### src/rtl/boot_ctl_pkg.sv
package boot_ctl_pkg;

   typedef enum logic [1:0] {
      BOOT_JTAG       = 2'd0,
      BOOT_FLASH_EXEC = 2'd1,
      BOOT_FLASH_LOAD = 2'd2
   } boot_mode_e;

   typedef enum logic [2:0] {
      SQ_IDLE,
      SQ_START,
      SQ_LOAD,
      SQ_WAIT,
      SQ_ISSUE,
      SQ_DONE
   } seq_state_e;

   function automatic boot_mode_e pick_mode(input logic sel, input logic exec);
      if (!sel)      return BOOT_JTAG;
      else if (exec) return BOOT_FLASH_EXEC;
      else           return BOOT_FLASH_LOAD;
   endfunction

endpackage

### src/rtl/boot_strap_latch.sv
module boot_strap_latch
   import boot_ctl_pkg::*;
(
   input  logic       clk_i,
   input  logic       rst_ni,
   input  logic       boot_sel_i,
   input  logic       exec_flash_i,
   output boot_mode_e mode_o,
   output logic       valid_o
);

   boot_mode_e mode_q;
   logic       taken_q;

   always_ff @(posedge clk_i or negedge rst_ni) begin
      if (!rst_ni) begin
         mode_q  <= BOOT_JTAG;
         taken_q <= 1'b0;
      end else if (!taken_q) begin
         mode_q  <= pick_mode(boot_sel_i, exec_flash_i);
         taken_q <= 1'b1;
      end
   end

   assign mode_o  = mode_q;
   assign valid_o = taken_q;

   // once captured, the mode never moves
   p_strap_hold_r4: assert property (@(posedge clk_i) disable iff (!rst_ni)
      (valid_o && $past(valid_o)) |-> $stable(mode_o));

   // boot_sel low at the capture edge gives debug-attach
   p_mode_jtag_r1: assert property (@(posedge clk_i) disable iff (!rst_ni)
      (valid_o && !$past(valid_o) && !$past(boot_sel_i)) |-> (mode_o == BOOT_JTAG));

   // both straps high give direct execution
   p_mode_exec_r2: assert property (@(posedge clk_i) disable iff (!rst_ni)
      (valid_o && !$past(valid_o) && $past(boot_sel_i) && $past(exec_flash_i))
      |-> (mode_o == BOOT_FLASH_EXEC));

   // select high, execute low gives load
   p_mode_load_r3: assert property (@(posedge clk_i) disable iff (!rst_ni)
      (valid_o && !$past(valid_o) && $past(boot_sel_i) && !$past(exec_flash_i))
      |-> (mode_o == BOOT_FLASH_LOAD));

endmodule

### src/rtl/boot_regs.sv
module boot_regs #(
   parameter int unsigned     DW         = 32,
   parameter int unsigned     REG_AW     = 2,
   parameter logic [DW-1:0]   RESET_ADDR = 32'h180,
   parameter bit              READ_REG   = 1'b1
) (
   input  logic              clk_i,
   input  logic              rst_ni,
   input  logic              reg_req_i,
   input  logic              reg_we_i,
   input  logic [REG_AW-1:0] reg_addr_i,
   input  logic [DW-1:0]     reg_wdata_i,
   output logic [DW-1:0]     reg_rdata_o,
   output logic [DW-1:0]     boot_reg_o,
   output logic              preload_o
);

   localparam logic [REG_AW-1:0] OFS_ADDR = REG_AW'(0);
   localparam logic [REG_AW-1:0] OFS_FLAG = REG_AW'(1);

   if (DW < 8 || DW > 64) begin : g_bad_dw
      $error("boot_regs: DW must lie in 8..64");
   end
   if (REG_AW < 1) begin : g_bad_aw
      $error("boot_regs: REG_AW must be at least 1");
   end

   logic [DW-1:0] addr_q;
   logic          flag_q;
   logic [DW-1:0] rd_mux;
   logic          wr_addr, wr_flag, rd_req;

   assign wr_addr = reg_req_i && reg_we_i && (reg_addr_i == OFS_ADDR);
   assign wr_flag = reg_req_i && reg_we_i && (reg_addr_i == OFS_FLAG);
   assign rd_req  = reg_req_i && !reg_we_i;

   always_ff @(posedge clk_i or negedge rst_ni) begin
      if (!rst_ni) begin
         addr_q <= RESET_ADDR;
         flag_q <= 1'b0;
      end else begin
         if (wr_addr) addr_q <= reg_wdata_i;
         if (wr_flag) flag_q <= reg_wdata_i[0];
      end
   end

   always_comb begin
      rd_mux = '0;
      if (reg_addr_i == OFS_ADDR)      rd_mux = addr_q;
      else if (reg_addr_i == OFS_FLAG) rd_mux = {{(DW-1){1'b0}}, flag_q};
   end

   if (READ_REG) begin : g_rd_reg
      logic [DW-1:0] rdata_q;
      always_ff @(posedge clk_i or negedge rst_ni) begin
         if (!rst_ni)     rdata_q <= '0;
         else if (rd_req) rdata_q <= rd_mux;
      end
      assign reg_rdata_o = rdata_q;
   end else begin : g_rd_comb
      assign reg_rdata_o = rd_req ? rd_mux : '0;
   end

   assign boot_reg_o = addr_q;
   assign preload_o  = flag_q;

   // a write to offset 0 lands in the boot-address register
   p_addr_write_r5: assert property (@(posedge clk_i) disable iff (!rst_ni)
      (reg_req_i && reg_we_i && reg_addr_i == OFS_ADDR) |=> (boot_reg_o == $past(reg_wdata_i)));

   // the flag tracks bit 0 of a write to offset 1
   p_flag_write_r6: assert property (@(posedge clk_i) disable iff (!rst_ni)
      (reg_req_i && reg_we_i && reg_addr_i == OFS_FLAG) |=> (preload_o == $past(reg_wdata_i[0])));

endmodule

### src/rtl/boot_seq_fsm.sv
module boot_seq_fsm
   import boot_ctl_pkg::*;
#(
   parameter int unsigned       ADDR_W     = 36,
   parameter int unsigned       DW         = 32,
   parameter logic [ADDR_W-1:0] FLASH_BASE = 36'h4_0000_0000,
   parameter logic [ADDR_W-1:0] RAM_BASE   = '0,
   parameter logic [ADDR_W-1:0] ENTRY_OFS  = 36'h180
) (
   input  logic              clk_i,
   input  logic              rst_ni,
   input  boot_mode_e        mode_i,
   input  logic              mode_valid_i,
   input  logic              preload_i,
   input  logic              dbg_release_i,
   input  logic              load_done_i,
   input  logic [DW-1:0]     boot_reg_i,
   output logic              load_start_o,
   output logic [ADDR_W-1:0] boot_addr_o,
   output logic              boot_valid_o
);

   localparam logic [ADDR_W-1:0] EXEC_ADDR = FLASH_BASE + ENTRY_OFS;
   localparam logic [ADDR_W-1:0] LOAD_ADDR = RAM_BASE + ENTRY_OFS;

   seq_state_e        state_q, state_d;
   logic [ADDR_W-1:0] addr_q, sel_addr, reg_ext;

   if (DW >= ADDR_W) begin : g_reg_trunc
      assign reg_ext = boot_reg_i[ADDR_W-1:0];
   end else begin : g_reg_zext
      assign reg_ext = {{(ADDR_W-DW){1'b0}}, boot_reg_i};
   end

   always_comb begin
      case (mode_i)
         BOOT_FLASH_EXEC: sel_addr = EXEC_ADDR;
         BOOT_FLASH_LOAD: sel_addr = LOAD_ADDR;
         default:         sel_addr = reg_ext;
      endcase
   end

   always_comb begin
      state_d = state_q;
      case (state_q)
         SQ_IDLE: begin
            if (mode_valid_i) begin
               case (mode_i)
                  BOOT_FLASH_EXEC: state_d = SQ_ISSUE;
                  BOOT_FLASH_LOAD: state_d = SQ_START;
                  default:         state_d = SQ_WAIT;
               endcase
            end
         end
         SQ_START: state_d = SQ_LOAD;
         SQ_LOAD:  if (load_done_i) state_d = SQ_ISSUE;
         SQ_WAIT:  if (preload_i || dbg_release_i) state_d = SQ_ISSUE;
         SQ_ISSUE: state_d = SQ_DONE;
         default:  state_d = SQ_DONE;
      endcase
   end

   always_ff @(posedge clk_i or negedge rst_ni) begin
      if (!rst_ni) begin
         state_q <= SQ_IDLE;
         addr_q  <= '0;
      end else begin
         state_q <= state_d;
         if (state_d == SQ_ISSUE && state_q != SQ_ISSUE) addr_q <= sel_addr;
      end
   end

   assign load_start_o = (state_q == SQ_START);
   assign boot_valid_o = (state_q == SQ_ISSUE);
   assign boot_addr_o  = boot_valid_o ? addr_q : '0;

   // the strobe lasts a single cycle
   p_one_pulse_r10: assert property (@(posedge clk_i) disable iff (!rst_ni)
      boot_valid_o |=> !boot_valid_o);

   // after issue the sequencer never leaves its final state
   p_done_sticky_r10: assert property (@(posedge clk_i) disable iff (!rst_ni)
      (state_q == SQ_DONE) |=> (state_q == SQ_DONE));

   // start request is a single cycle and only in load mode
   p_start_pulse_r9: assert property (@(posedge clk_i) disable iff (!rst_ni)
      load_start_o |=> !load_start_o);
   p_start_mode_r9: assert property (@(posedge clk_i) disable iff (!rst_ni)
      load_start_o |-> (mode_i == BOOT_FLASH_LOAD));

   // a load-mode strobe always follows a sampled completion
   p_load_after_done_r9: assert property (@(posedge clk_i) disable iff (!rst_ni)
      (boot_valid_o && mode_i == BOOT_FLASH_LOAD) |-> $past(load_done_i));

   // direct execution starts at the flash entry
   p_exec_addr_r8: assert property (@(posedge clk_i) disable iff (!rst_ni)
      (boot_valid_o && mode_i == BOOT_FLASH_EXEC) |-> (boot_addr_o == EXEC_ADDR));

   // a debug-attach strobe needs a flag or a release one edge earlier
   p_jtag_release_r6: assert property (@(posedge clk_i) disable iff (!rst_ni)
      (boot_valid_o && mode_i == BOOT_JTAG) |-> $past(preload_i || dbg_release_i));

   // the wait holds while neither release source is present
   p_wait_holds_r6: assert property (@(posedge clk_i) disable iff (!rst_ni)
      (state_q == SQ_WAIT && !preload_i && !dbg_release_i) |=> !boot_valid_o);

endmodule

### src/rtl/boot_ctl.sv
module boot_ctl
   import boot_ctl_pkg::*;
#(
   parameter int unsigned       ADDR_W     = 36,
   parameter int unsigned       DW         = 32,
   parameter int unsigned       REG_AW     = 2,
   parameter logic [ADDR_W-1:0] FLASH_BASE = 36'h4_0000_0000,
   parameter logic [ADDR_W-1:0] RAM_BASE   = '0,
   parameter logic [ADDR_W-1:0] ENTRY_OFS  = 36'h180,
   parameter bit                READ_REG   = 1'b1
) (
   input  logic              clk_i,
   input  logic              rst_ni,
   input  logic              boot_sel_i,
   input  logic              exec_flash_i,
   input  logic              reg_req_i,
   input  logic              reg_we_i,
   input  logic [REG_AW-1:0] reg_addr_i,
   input  logic [DW-1:0]     reg_wdata_i,
   output logic [DW-1:0]     reg_rdata_o,
   input  logic              dbg_release_i,
   input  logic              load_done_i,
   output logic              load_start_o,
   output logic [1:0]        mode_o,
   output logic              mode_valid_o,
   output logic [ADDR_W-1:0] boot_addr_o,
   output logic              boot_valid_o
);

   localparam logic [DW-1:0] REG_RESET = DW'(ENTRY_OFS);

   if (ADDR_W < 16 || ADDR_W > 64) begin : g_bad_addr_w
      $error("boot_ctl: ADDR_W must lie in 16..64");
   end
   if (ENTRY_OFS[1:0] != 2'b00) begin : g_bad_entry
      $error("boot_ctl: ENTRY_OFS must be word aligned");
   end
   if (FLASH_BASE == RAM_BASE) begin : g_bad_bases
      $error("boot_ctl: flash and RAM bases must differ");
   end

   boot_mode_e    mode;
   logic          mode_valid;
   logic [DW-1:0] boot_reg;
   logic          preload;

   boot_strap_latch u_strap (
      .clk_i        (clk_i),
      .rst_ni       (rst_ni),
      .boot_sel_i   (boot_sel_i),
      .exec_flash_i (exec_flash_i),
      .mode_o       (mode),
      .valid_o      (mode_valid)
   );

   boot_regs #(
      .DW         (DW),
      .REG_AW     (REG_AW),
      .RESET_ADDR (REG_RESET),
      .READ_REG   (READ_REG)
   ) u_regs (
      .clk_i       (clk_i),
      .rst_ni      (rst_ni),
      .reg_req_i   (reg_req_i),
      .reg_we_i    (reg_we_i),
      .reg_addr_i  (reg_addr_i),
      .reg_wdata_i (reg_wdata_i),
      .reg_rdata_o (reg_rdata_o),
      .boot_reg_o  (boot_reg),
      .preload_o   (preload)
   );

   boot_seq_fsm #(
      .ADDR_W     (ADDR_W),
      .DW         (DW),
      .FLASH_BASE (FLASH_BASE),
      .RAM_BASE   (RAM_BASE),
      .ENTRY_OFS  (ENTRY_OFS)
   ) u_seq (
      .clk_i         (clk_i),
      .rst_ni        (rst_ni),
      .mode_i        (mode),
      .mode_valid_i  (mode_valid),
      .preload_i     (preload),
      .dbg_release_i (dbg_release_i),
      .load_done_i   (load_done_i),
      .boot_reg_i    (boot_reg),
      .load_start_o  (load_start_o),
      .boot_addr_o   (boot_addr_o),
      .boot_valid_o  (boot_valid_o)
   );

   assign mode_o       = mode;
   assign mode_valid_o = mode_valid;

   // nothing is issued before the mode is known
   p_no_early_issue_r10: assert property (@(posedge clk_i) disable iff (!rst_ni)
      boot_valid_o |-> mode_valid_o);

   // the start request never appears in debug-attach mode
   p_no_start_jtag_r1: assert property (@(posedge clk_i) disable iff (!rst_ni)
      (mode_o == 2'b00) |-> !load_start_o);

endmodule

### config.mk
export PLATFORM = sky130hd
export DESIGN_NAME = boot_ctl
export DESIGN_NICKNAME = d
export VERILOG_FILES = /design/src/rtl/boot_ctl_pkg.sv /design/src/rtl/boot_strap_latch.sv /design/src/rtl/boot_regs.sv /design/src/rtl/boot_seq_fsm.sv /design/src/rtl/boot_ctl.sv
export SDC_FILE = /design/constraint.sdc
export NUM_CORES = 1
export LEC_CHECK = 0
export BUFFER_PORTS_ARGS = -buffer_cell sky130_fd_sc_hd__buf_2
export CAP_MARGIN = 25
export CORE_UTILIZATION = 32
export CTS_BUF_LIST = sky130_fd_sc_hd__clkbuf_8 sky130_fd_sc_hd__clkbuf_16
export CTS_CLUSTER_DIAMETER = 150
export DETAILED_ROUTE_END_ITERATION = 7
export GPL_ROUTABILITY_DRIVEN = 0
export SYNTH_ARGS = -nofsm -noshare
export SYNTH_HDL_FRONTEND = slang
export SYNTH_SLANG_ARGS = --single-unit
### constraint.sdc
create_clock -name clk_i -period 2.05 [get_ports clk_i]
set_input_delay 0.205 -clock clk_i [delete_from_list [all_inputs] [get_ports clk_i]]
set_output_delay 0.205 -clock clk_i [all_outputs]
set_load 0.1 [all_outputs]
==> results.sh <==
export IMPL_ys_warn_count=0
export IMPL_overflow=0
export IMPL_period_needed_ns=2.013
export IMPL_power_density_nw_per_um2=825.4
export IMPL_htree_levels=3
export IMPL_syn_cell_area_um2=4407
export IMPL_antenna_found_initial=0
export IMPL_p_leak_nw=2.940
export IMPL_seq_area_um2=2614
export IMPL_crit_type="reg -> out"
export IMPL_multiInputGateArea_um2=1663
export IMPL_dr_pass1_iters=4
export IMPL_worstPathMaxFanout=17
export IMPL_via_per_inst=4.582
export IMPL_cts_tree="built"
export IMPL_grt_pass1_wl_um=16680
export IMPL_fin_setup_tns_ns=0
export IMPL_hpwlAfterDp_um=6781
export IMPL_clock_latency_ns=0.35
export IMPL_ant_nets=0
export IMPL_die_y_um=119.4
export IMPL_routed_wl_um=10100
export IMPL_fill_cells=1240
export IMPL_fin_ws_ns=0.03690
export IMPL_grt_pass1_vias=3154
export IMPL_vdd_drop_max_mv=0.4773
export IMPL_numPortBuffers=111
export IMPL_initial_core_util_pct=33.01
export IMPL_path_clk_slew_ns=0.06
export IMPL_vias=2969
export IMPL_cts_buffers=9
export IMPL_synthDistinctLibCells=31
export IMPL_fin_crit_sh_pct=98.20
export IMPL_finalSetupViolCount=0
export IMPL_n_antenna_cell=0
export IMPL_root_buffer="clkbuf_16"
export IMPL_drv_slew=0
export IMPL_maxCapViolCount=0
export IMPL_fin_skew_ns=0.004256
export IMPL_die_area_um2=14240
export IMPL_post_drt_wl_per_cell_um=15.59
export IMPL_rsz0062_at_grt="yes"
export IMPL_crit_required_ns=1.85
export IMPL_boundaryPins=115
export IMPL_max_freq_mhz=496.7
export IMPL_core_area_um2=13350
export IMPL_first_iter_violations=104
export IMPL_cp_data_arrival_time_ns=1.81
export IMPL_layout_drive_gt1_share_pct=46.19
export IMPL_rows=42
export IMPL_post_route_drc_count=0
export IMPL_grt_start_max_net_pins=49
export IMPL_die_x_um=119.4
export IMPL_crit_path_start_kind="flop"
export IMPL_gr_usage_all_layers_pct=15.39
export IMPL_syn_area_per_cell_um2=12.41
export IMPL_synth_seq_cells=104
export IMPL_outcome="finished, final reports clean"
export IMPL_cp_end_kind="output pin"
export IMPL_yosysSeqAreaShare_pct=59.11
export IMPL_dp_slack_ns=-0.01161
export IMPL_nets=514
export IMPL_finalHoldViolCount=0
export IMPL_areaGrowthSynthToFinish_pct=39.21
export IMPL_worstHoldPathType="in -> reg"
export IMPL_ctsLongestPathBuffers=2
export IMPL_synthCells=355
export IMPL_cts_sinks=104
## area by class of cell
type	count	area share (%)
Timing Repair Buffer	126	20.44
Clock inverter	2	0.1428
Sequential cell	104	42.61
Tap cell	176	3.590
Clock buffer	11	4.120
Inverter	32	1.999
Multi-Input combinational cell	197	27.11
## cells by family after synthesis
family	count (synthesis)	share of synthesized area [%]
mux	67	16.24
compound gates	41	8.348
fa+ha+maj	2	0.5678
flops	104	59.11
buf+inv	56	5.679
simple gates	83	9.881
other cells	2	0.1704
## layer usage
layer	track usage, %	part of all wire, %	vias up
li1	-	-	1412
met4	6.563	1.8	0
met2	24.20	48	67
met3	4.454	4.8	12
met1	19.75	45	1478
met5	0	0	-
## path summary, 6_finish.rpt
kind / slack [ns] / endpoint / from / cells after the start
max: 0.04 / boot_addr_o[23] / u_seq.state_q[1] / 4
min reg2reg: 0.47 / u_regs.reg_rdata_o[0] / u_regs.reg_rdata_o[0] / 2
min in group asynchronous: 0.37 / u_regs.boot_reg_o[9] / rst_ni / 2
min: 0.07 / u_strap.mode_o[1] / exec_flash_i / 2
max in group asynchronous: 1.01 / u_seq.addr_q[24] / rst_ni / 3
max reg2reg: 0.04 / u_seq.addr_q[7] / u_seq.state_q[0] / 5
## per-stage QoR
step,instances,power [mW],hold WS (ns),cell area (µm²),util [%]
after floorplan,357,3.267,-0.09059,4477,-
after global placement,632,3.515,0.1943,5777,43.28
after detailed placement,632,3.543,0.2071,5777,43.28
after CTS,646,5.134,0.05298,6053,45.35
after global routing,648,5.308,0.07005,6135,45.96
final,648,5.063,0.06561,6135,45.96
## flip-flops by register name, indices dropped and copies added (netlist names)
name,flops
u_strap.valid_o,1
u_regs.preload_o,1
u_strap.mode_o,2
u_regs.boot_reg_o,32
u_seq.addr_q,33
u_seq.state_q,3
u_regs.reg_rdata_o,32
## cell usage after synthesis (all sizes together)
| cell | instances | area share (%) |
|---|---|---|
| dfrtp | 102 | 58 |
| mux2 | 36 | 9.2 |
| nand2 | 36 | 3.1 |
| and2 | 33 | 4.7 |
| inv | 32 | 2.7 |
| a22o | 31 | 6.2 |
| mux2i | 31 | 7.0 |
| clkbuf | 15 | 1.3 |
| buf | 9 | 1.7 |
| nand2b | 4 | 0.57 |
| a211oi | 3 | 1.1 |
| conb | 2 | 0.17 |
| dfstp | 2 | 1.2 |
| ha | 2 | 0.57 |
| nor3 | 2 | 0.23 |
| nor3b | 2 | 0.34 |
| o21ai | 2 | 0.23 |
| a21o | 1 | 0.17 |
| a311o | 1 | 0.23 |
| a31oi | 1 | 0.14 |
| nand3b | 1 | 0.17 |
| nand4b | 1 | 0.20 |
| nor2 | 1 | 0.085 |
| nor4b | 1 | 0.20 |
| o21a | 1 | 0.17 |
| o31ai | 1 | 0.17 |
| or2 | 1 | 0.14 |
| or3b | 1 | 0.20 |
## layout by cell type (no fill, tap or decap), drive strengths merged
master / netlist / layout
nand4b: 1 / 1
or3b: 1 / 1
a31oi: 1 / 1
o21ai: 2 / 2
mux2: 36 / 36
mux2i: 31 / 31
o21a: 1 / 1
nor3b: 2 / 2
nand3b: 1 / 1
a211oi: 3 / 3
or2: 1 / 1
a22o: 31 / 31
nand2b: 4 / 4
buf: 9 / 124
nand2: 36 / 36
inv: 32 / 33
clkinv: 0 / 1
nor3: 2 / 2
nor4b: 1 / 1
clkbuf: 15 / 12
dlygate4sd3: 0 / 1
dfrtp: 102 / 102
o31ai: 1 / 1
ha: 2 / 2
a311o: 1 / 1
dfstp: 2 / 2
and2: 33 / 33
conb: 2 / 4
a21o: 1 / 1
nor2: 1 / 1
## critical path: stages (launching register included)
cell	delay [ns]
dfrtp_1	0.50
nor3b_2	0.33
buf_6	0.23
and2_1	0.21
buf_12	0.19
## report_power, final
part	internal [mW]	switching [mW]	total (mW)
Combinational	0.292	0.778	1.07
Sequential	2.27	0.157	2.43
Clock	0.863	0.698	1.56
Total	3.43	1.63	5.06
## repair_timing
action                                 in CTS  in global routing
hold buffers                                1                  0
gates cloned                                0                  1
setup endpoints to repair                  14                 35
gates resized for setup                     1                 11
setup buffers                               0                  1
endpoints found under the hold margin      32                  0
pin swaps                                   0                  2
No activity file was read; power rests on OpenSTA's default activity.
